<file path="src/rtl/nibble_stream_mem.sv">
module nibble_stream_mem #(
  parameter int ADDR_W = 4,
  parameter int CNT_W  = 8,
  parameter int NIB_W  = 4,
  parameter int NIBS   = 8
) (
  input  logic                    clk,
  input  logic                    rst_n,
  input  logic                    wr_en,
  input  logic [ADDR_W-1:0]       wr_addr,
  input  logic [NIB_W*NIBS-1:0]   wr_data,
  input  logic                    start,
  input  logic [ADDR_W-1:0]       start_row,
  input  logic [CNT_W-1:0]        start_rows,
  output logic [NIB_W-1:0]        nib_out,
  output logic                    nib_valid,
  output logic                    wr_err
);
  localparam int ROW_W = NIB_W * NIBS;
  localparam int DEPTH = 1 << ADDR_W;
  localparam int SEL_W = (NIBS > 1) ? $clog2(NIBS) : 1;
  localparam logic [SEL_W-1:0] LAST_SEL = SEL_W'(NIBS - 1);

  logic [ROW_W-1:0]  mem [DEPTH];
  logic [ROW_W-1:0]  row_q;
  logic [SEL_W-1:0]  sel;
  logic [ADDR_W-1:0] row_ptr;
  logic [CNT_W-1:0]  rows_left;
  logic              busy;

  wire last_nib  = (sel == LAST_SEL);
  wire last_row  = (rows_left == CNT_W'(1));
  wire go        = start && !busy && (start_rows != '0);
  wire wrap      = busy && last_nib && !last_row;
  wire [ADDR_W-1:0] fetch_addr = go ? start_row : row_ptr + 1'b1;

  always_ff @(posedge clk)
    if (wr_en && !busy) mem[wr_addr] <= wr_data;

  always_ff @(posedge clk)
    if (go || wrap) row_q <= mem[fetch_addr];

  always_ff @(posedge clk) begin
    if (!rst_n) begin
      busy      <= 1'b0;
      sel       <= '0;
      row_ptr   <= '0;
      rows_left <= '0;
      wr_err    <= 1'b0;
    end else begin
      wr_err <= wr_en && busy;
      if (go) begin
        busy      <= 1'b1;
        sel       <= '0;
        row_ptr   <= start_row;
        rows_left <= start_rows;
      end else if (busy) begin
        sel <= sel + 1'b1;
        if (last_nib) begin
          sel <= '0;
          if (last_row) begin
            busy      <= 1'b0;
            rows_left <= '0;
          end else begin
            rows_left <= rows_left - 1'b1;
            row_ptr   <= row_ptr + 1'b1;
          end
        end
      end
    end
  end

  assign nib_out   = row_q[sel*NIB_W +: NIB_W];
  assign nib_valid = busy;

  assert_first_nibble_R2: assert property (@(posedge clk) disable iff (!rst_n)
    $rose(busy) |-> sel == '0);
  assert_row_latch_held_R3: assert property (@(posedge clk) disable iff (!rst_n)
    (busy && sel != '0) |-> $stable(row_q));
  assert_end_on_row_boundary_R4: assert property (@(posedge clk) disable iff (!rst_n)
    $fell(busy) |-> $past(sel) == LAST_SEL);
  assert_count_nonzero_R4: assert property (@(posedge clk) disable iff (!rst_n)
    busy |-> rows_left != '0);
  assert_zero_count_ignored_R5: assert property (@(posedge clk) disable iff (!rst_n)
    (!busy && start && start_rows == '0) |=> !busy);
  assert_err_only_streaming_R7: assert property (@(posedge clk) disable iff (!rst_n)
    wr_err |-> $past(busy));
endmodule

</file>
<file path="config.mk">
export PLATFORM = sky130hd
export DESIGN_NAME = nibble_stream_mem
export DESIGN_NICKNAME = d
export VERILOG_FILES = /design/src/rtl/nibble_stream_mem.sv
export SDC_FILE = /design/constraint.sdc
export NUM_CORES = 1
export LEC_CHECK = 0
export ABC_AREA = 1
export BUFFER_PORTS_ARGS = -buffer_cell sky130_fd_sc_hd__buf_4
export CAP_MARGIN = 20
export CORE_ASPECT_RATIO = 0.6
export CORE_MARGIN = 2
export CORE_UTILIZATION = 51
export DETAILED_ROUTE_END_ITERATION = 7
export PLACE_DENSITY = 0.67
export SYNTH_ARGS = -nofsm -noshare
export SYNTH_HDL_FRONTEND = slang
export SYNTH_SLANG_ARGS = --single-unit
</file>
<file path="constraint.sdc">
create_clock -name clk -period 4 [get_ports clk]
set_input_delay 0.8 -clock clk [delete_from_list [all_inputs] [get_ports clk]]
set_output_delay 0.8 -clock clk [all_outputs]
set_load 0.05 [all_outputs]
</file>
## Word level (Yosys, flattened, before mapping)

Memories as Yosys holds them, arrays and structs flattened. A register that Yosys moved wholly into a read port is not among the register bits.
Index checks and enable logic that the tools add are counted.

- $add $sub $neg: 3
- Equality and inequality tests: 3
- Shift operators: 1
- Muxes and demuxes: 16
- Bitwise logic cells: 1
- Reductions and logical operators: 15

Operators by type and width:

| cell | number |
|---|---|
| $mux 8 | 4 |
| $shiftx 32x6->4 | 1 |
| $mux 4 | 5 |
| $eq 8x1->1 const B | 1 |
| $reduce_bool 8->1 | 1 |
| $sub 8x1->8 const B | 1 |
| $logic_and 1x1->1 | 6 |
| $mux 1 | 6 |
| $add 4x1->4 const B | 1 |
| $reduce_bool 2->1 | 2 |
| $add 3x1->3 const B | 1 |
| $eq 3x3->1 const B | 1 |
| $mux 3 | 1 |
| $reduce_and 3->1 | 1 |
| $logic_not 1->1 | 2 |
| $ne 2x1->1 const B | 1 |
| $reduce_and 2->1 | 1 |
| $reduce_or 2->1 | 1 |
| $logic_or 1x1->1 | 1 |
| $not 1->1 | 1 |

- Register bits: 17
- Memory bits (writable): 512
- Output and inout port bits: 6
- Memories: 1

Memory list:

| name | depth | width | read ports | clocked after memory_dff | wr ports | RTL line | RTL |
|---|---|---|---|---|---|---|---|
| mem | 16 | 32 | 1 | 1 | 1 | 24 | `logic [ROW_W-1:0] mem [DEPTH];` |

## Logic depth before layout (Yosys ltp)

- Depth after elaboration: 5
- Depth in mapped cells: 13
- Depth with buffers taken out: 11

## Least setup slack after synthesis

Ideal clock, no wire load.

- Kind: input port to flip-flop
- From: in wr_en
- To: mem mem[10][0] (netlist bit) (enable)
- Library setup time: 421 ps
- Arrival time: 2,531 ps
- Data required time: 3,579 ps
- Path slack: 1,048 ps
- Cell stages on the path: 4
- Path buffers: 0
- Path through: inv_1 -> nor2_1 -> nand3b_1 -> nor2_1

- Longest elaborated chain between the ends: 3

RTL lines:

| what | RTL line | RTL |
|---|---|---|
| from (decl) | 9 | `input logic wr_en,` |
| $logic_and 1x1->1 | 38 | `if (wr_en && !busy) mem[wr_addr] <= wr_data;` |
| $mux 1 | 38 |  |
| $mux 1 (implied by the code) | 38 |  |
| to (decl) | 24 |  |

Every way passes these cells.

## Worst setup path in the final report

- From: reg sel[1]
- To: out nib_out[0]

- Longest elaborated chain between the ends: 1

RTL lines:

| what | RTL line | RTL |
|---|---|---|
| from (decl) | 26 | `logic [SEL_W-1:0] sel;` |
| from (signal assigned) | 58 | `sel <= sel + 1'b1;` |
| $shiftx 32x6->4 | 73 | `assign nib_out = row_q[sel*NIB_W +: NIB_W];` |
| to (decl) | 15 | `output logic [NIB_W-1:0] nib_out,` |

Every way passes these cells.

==> key figures <==
Synthesis
  – Syn avg cell area: 10.28 um2
  – Synth area leader: edfxtp_1
  – Unique masters post-synth: 36
  – #FFs+latches synth: 561
  – Synth warnings: 0
  – Area fraction of the dominant cell type after synthesis: 0.6590
  – Seq/Total Area, Yosys: 0.6728
  – Mapped Nets: 2468
  – Most area-consuming cells after synthesis: edfxtp_1 (66%), nand3_1 (12%), inv_1 (8.2%)
  – Mapped Area: 0.02479 mm2
  – Post-Synthesis Cells: 2411

Timing
  – Hold Vio Cnt, Final: 0
  – Final Cycle Share: 0.8630
  – Slew HR: 0.3435
  – Setup violators final: 0
  – Slew Viols, Final: 0
  – Post-layout minimum cycle time: 3.452 ns
  – Worst slew pin tran: 0.9848 ns
  – Worst clock skew: 0.02121 ns
  – TNS Setup: 0 ns
  – Max Freq: 0.2897 GHz
  – RSZ-0062 raised after global routing: no

Place
  – Dpl hpwl: 35100 um
  – Gpl congestion: 0.8265
  – Buffers added on ports: 57
  – Placed Instances: 3024

Setup path
  – Worst setup EP type: output pin
  – Worst r2r src: nib_valid$_SDFF_PN0_
  – Worst Path Arrival: 2.65 ns
  – Worst setup SP type: flip-flop
  – Crit Path Max Fanout: 11
  – FF-to-FF setup slack: 1.25 ns
  – R2R depth: 9
  – RR Endpoint: row_q[26]$_DFFE_PP_
  – CP required: 3.20 ns
  – CP Class: flip-flop to output pin

Cells and area
  – Share of cells above drive strength 1: 0.08071
  – Final Non-Filler Cells: 3118
  – Fillcell total: 3991
  – Antenna diodes: 0
  – Area growth syn-to-layout: 11.93%
  – Most frequent cells in the layout: nand3_1 (612), edfxtp_1 (544), inv_1 (543), nand2_1 (418), buf_4 (81)
  – Nets@finish: 2494
  – Leading cell type in the layout, fill and taps excluded: nand3_1
  – Multi-input gate area: 0.005614 mm2
  – Register Area: 0.01668 mm2

Global routing
  – Vias in the first global route: 16340
  – Initial antenna violation count: 2
  – Largest net degree at the start of global routing: 71
  – Grt ovf: 0
  – First-pass GRT wire length: 98290 um
  – Global Route Usage Sum: 0.2584

Die
  – Rows: 62
  – Die X: 288.6 um
  – Chip Height: 174.8 um
  – # IOs: 58
  – Die area: 0.05044 mm2
  – Core Region: 0.04794 mm2
  – Initial core utilization: 0.5170

CTS
  – Reg clk slew, reported paths: 0.06 ns
  – Clock Path Buffers: 3
  – Postcts setup bufs: 0
  – Total CTS buffers: 51
  – Hold Buf Count CTS: 0
  – Worst-skew pair later-pin latency: 0.59 ns
  – CTS tree: built
  – H-tree Lvls: 2
  – Root Buffer: clkbuf_16
  – Clock Sinks: 561
  – Post-CTS Resized: 0

Detailed routing
  – Vias per inst: 5.485
  – DRT Wirelength: 64140 um
  – Vias: 17100
  – Routed Antenna Nets: 0
  – DR pass1 iterations: 5
  – # DRC: 0
  – DR iter-0 viols: 2043
  – Routed len/inst: 20.57 um

Hold path
  – Hold EP: wr_err$_SDFF_PN0_
  – Worst hold start: wr_en
  – WHS Path Cells: 3
  – HP Class: input port to flip-flop

Pwr
  – VDD IR max: 432.0 uV
  – Leakage power: 11.75 nW
  – PwrDens: 479.0 mW/mm2

Run status
  – Outcome: finished, final reports clean

Job
  – Max-Cap Viols: 0
==> how the worst max path moves through the flow <==
stage	startpoint	endpoint	slack (ns)
after floorplan	wr_en	mem[10][0]$_DFFE_PP_	1.05
after global placement	start_rows[7]	row_q[5]$_DFFE_PP_	0.78
after detailed placement	start_rows[4]	row_q[31]$_DFFE_PP_	0.74
after CTS	sel[1]$_SDFFE_PP0P_	nib_out[0]	0.60
after global routing	sel[1]$_SDFFE_PP0P_	nib_out[0]	0.53
final	sel[1]$_SDFFE_PP0P_	nib_out[0]	0.55
==> synth_stat cells (all sizes together) <==
master	number
clkinv	1
a21oi	9
xor2	3
nor3	2
o211ai	2
buf	88
nand2	424
dfxtp	17
o21ai	29
a221oi	1
a31oi	8
nor2	66
o221ai	1
edfxtp	544
nand3	614
clkbuf	39
or2	1
nand4	2
o21a	1
xnor2	1
ha	5
o22ai	5
inv	545
nand3b	2
a22oi	1
==> power by group <==
part | switching (W) | internal, W
sequential | 0.0000751 | 0.00659
combinational | 0.00126 | 0.000525
clock | 0.00216 | 0.00267
==> per-layer routing <==
| metal | routed length (um) | up-vias | GRT usage |
|---|---|---|---|
| met5 | 27 | - | 0 |
| met4 | 1550 | 4 | 0.07195 |
| met3 | 6284 | 128 | 0.04543 |
| met2 | 28240 | 860 | 0.3908 |
| met1 | 28030 | 8173 | 0.3866 |
| li1 | - | 7938 | - |
==> worst max-delay path, stage by stage (launching register included) <==
cell	delay, ns
dfxtp_1	0.52
inv_1	0.39
o21ai_0	0.20
o22ai_1	0.37
nor2_1	0.09
a31oi_1	0.24
buf_4	0.25
==> layout make-up <==
type,count,share of cell area
Clock buffer,61,0.04889
Timing Repair Buffer,100,0.03563
Sequential cell,561,0.6011
Tap cell,640,0.02886
Clock inverter,33,0.009335
Multi-Input combinational cell,1177,0.2024
Inverter,546,0.07387
==> logic make-up (layout without fill, tap and decap cells) <==
group | count (synthesis) | count (layout) | share of synthesized area
AOI/OAI and AO/OA | 57 | 57 | 0.01363
xor gates and xnor gates | 4 | 4 | 0.001414
adders and majority gates | 5 | 5 | 0.002524
buffers and inverters | 673 | 740 | 0.1087
DFF | 561 | 561 | 0.6728
and+or+nand+nor | 1111 | 1111 | 0.2009
==> flip-flops by register name (all words and copies together), names as in the netlist <==
name	count
mem	512
row_q	32
rows_left	8
row_ptr	4
sel	3
nib_valid	1
wr_err	1
==> per-stage QoR <==
step | worst slack [ns] | area, um2 | hold WS, ns | power, W | util
finish | 0.5481 | 27740 | 0.4770 | 0.01329 | 0.5787
global route | 0.5252 | 27740 | 0.5001 | 0.01374 | 0.5787
CTS | 0.5955 | 27740 | 0.4549 | 0.01332 | 0.5787
detailed placement | 0.7423 | 26130 | 0.4871 | 0.008562 | 0.5450
global placement | 0.7789 | 26130 | 0.4799 | 0.008525 | 0.5450
floorplan | 1.048 | 24790 | 0.4626 | 0.007925 | -
Power figures use the tool's default switching activity.
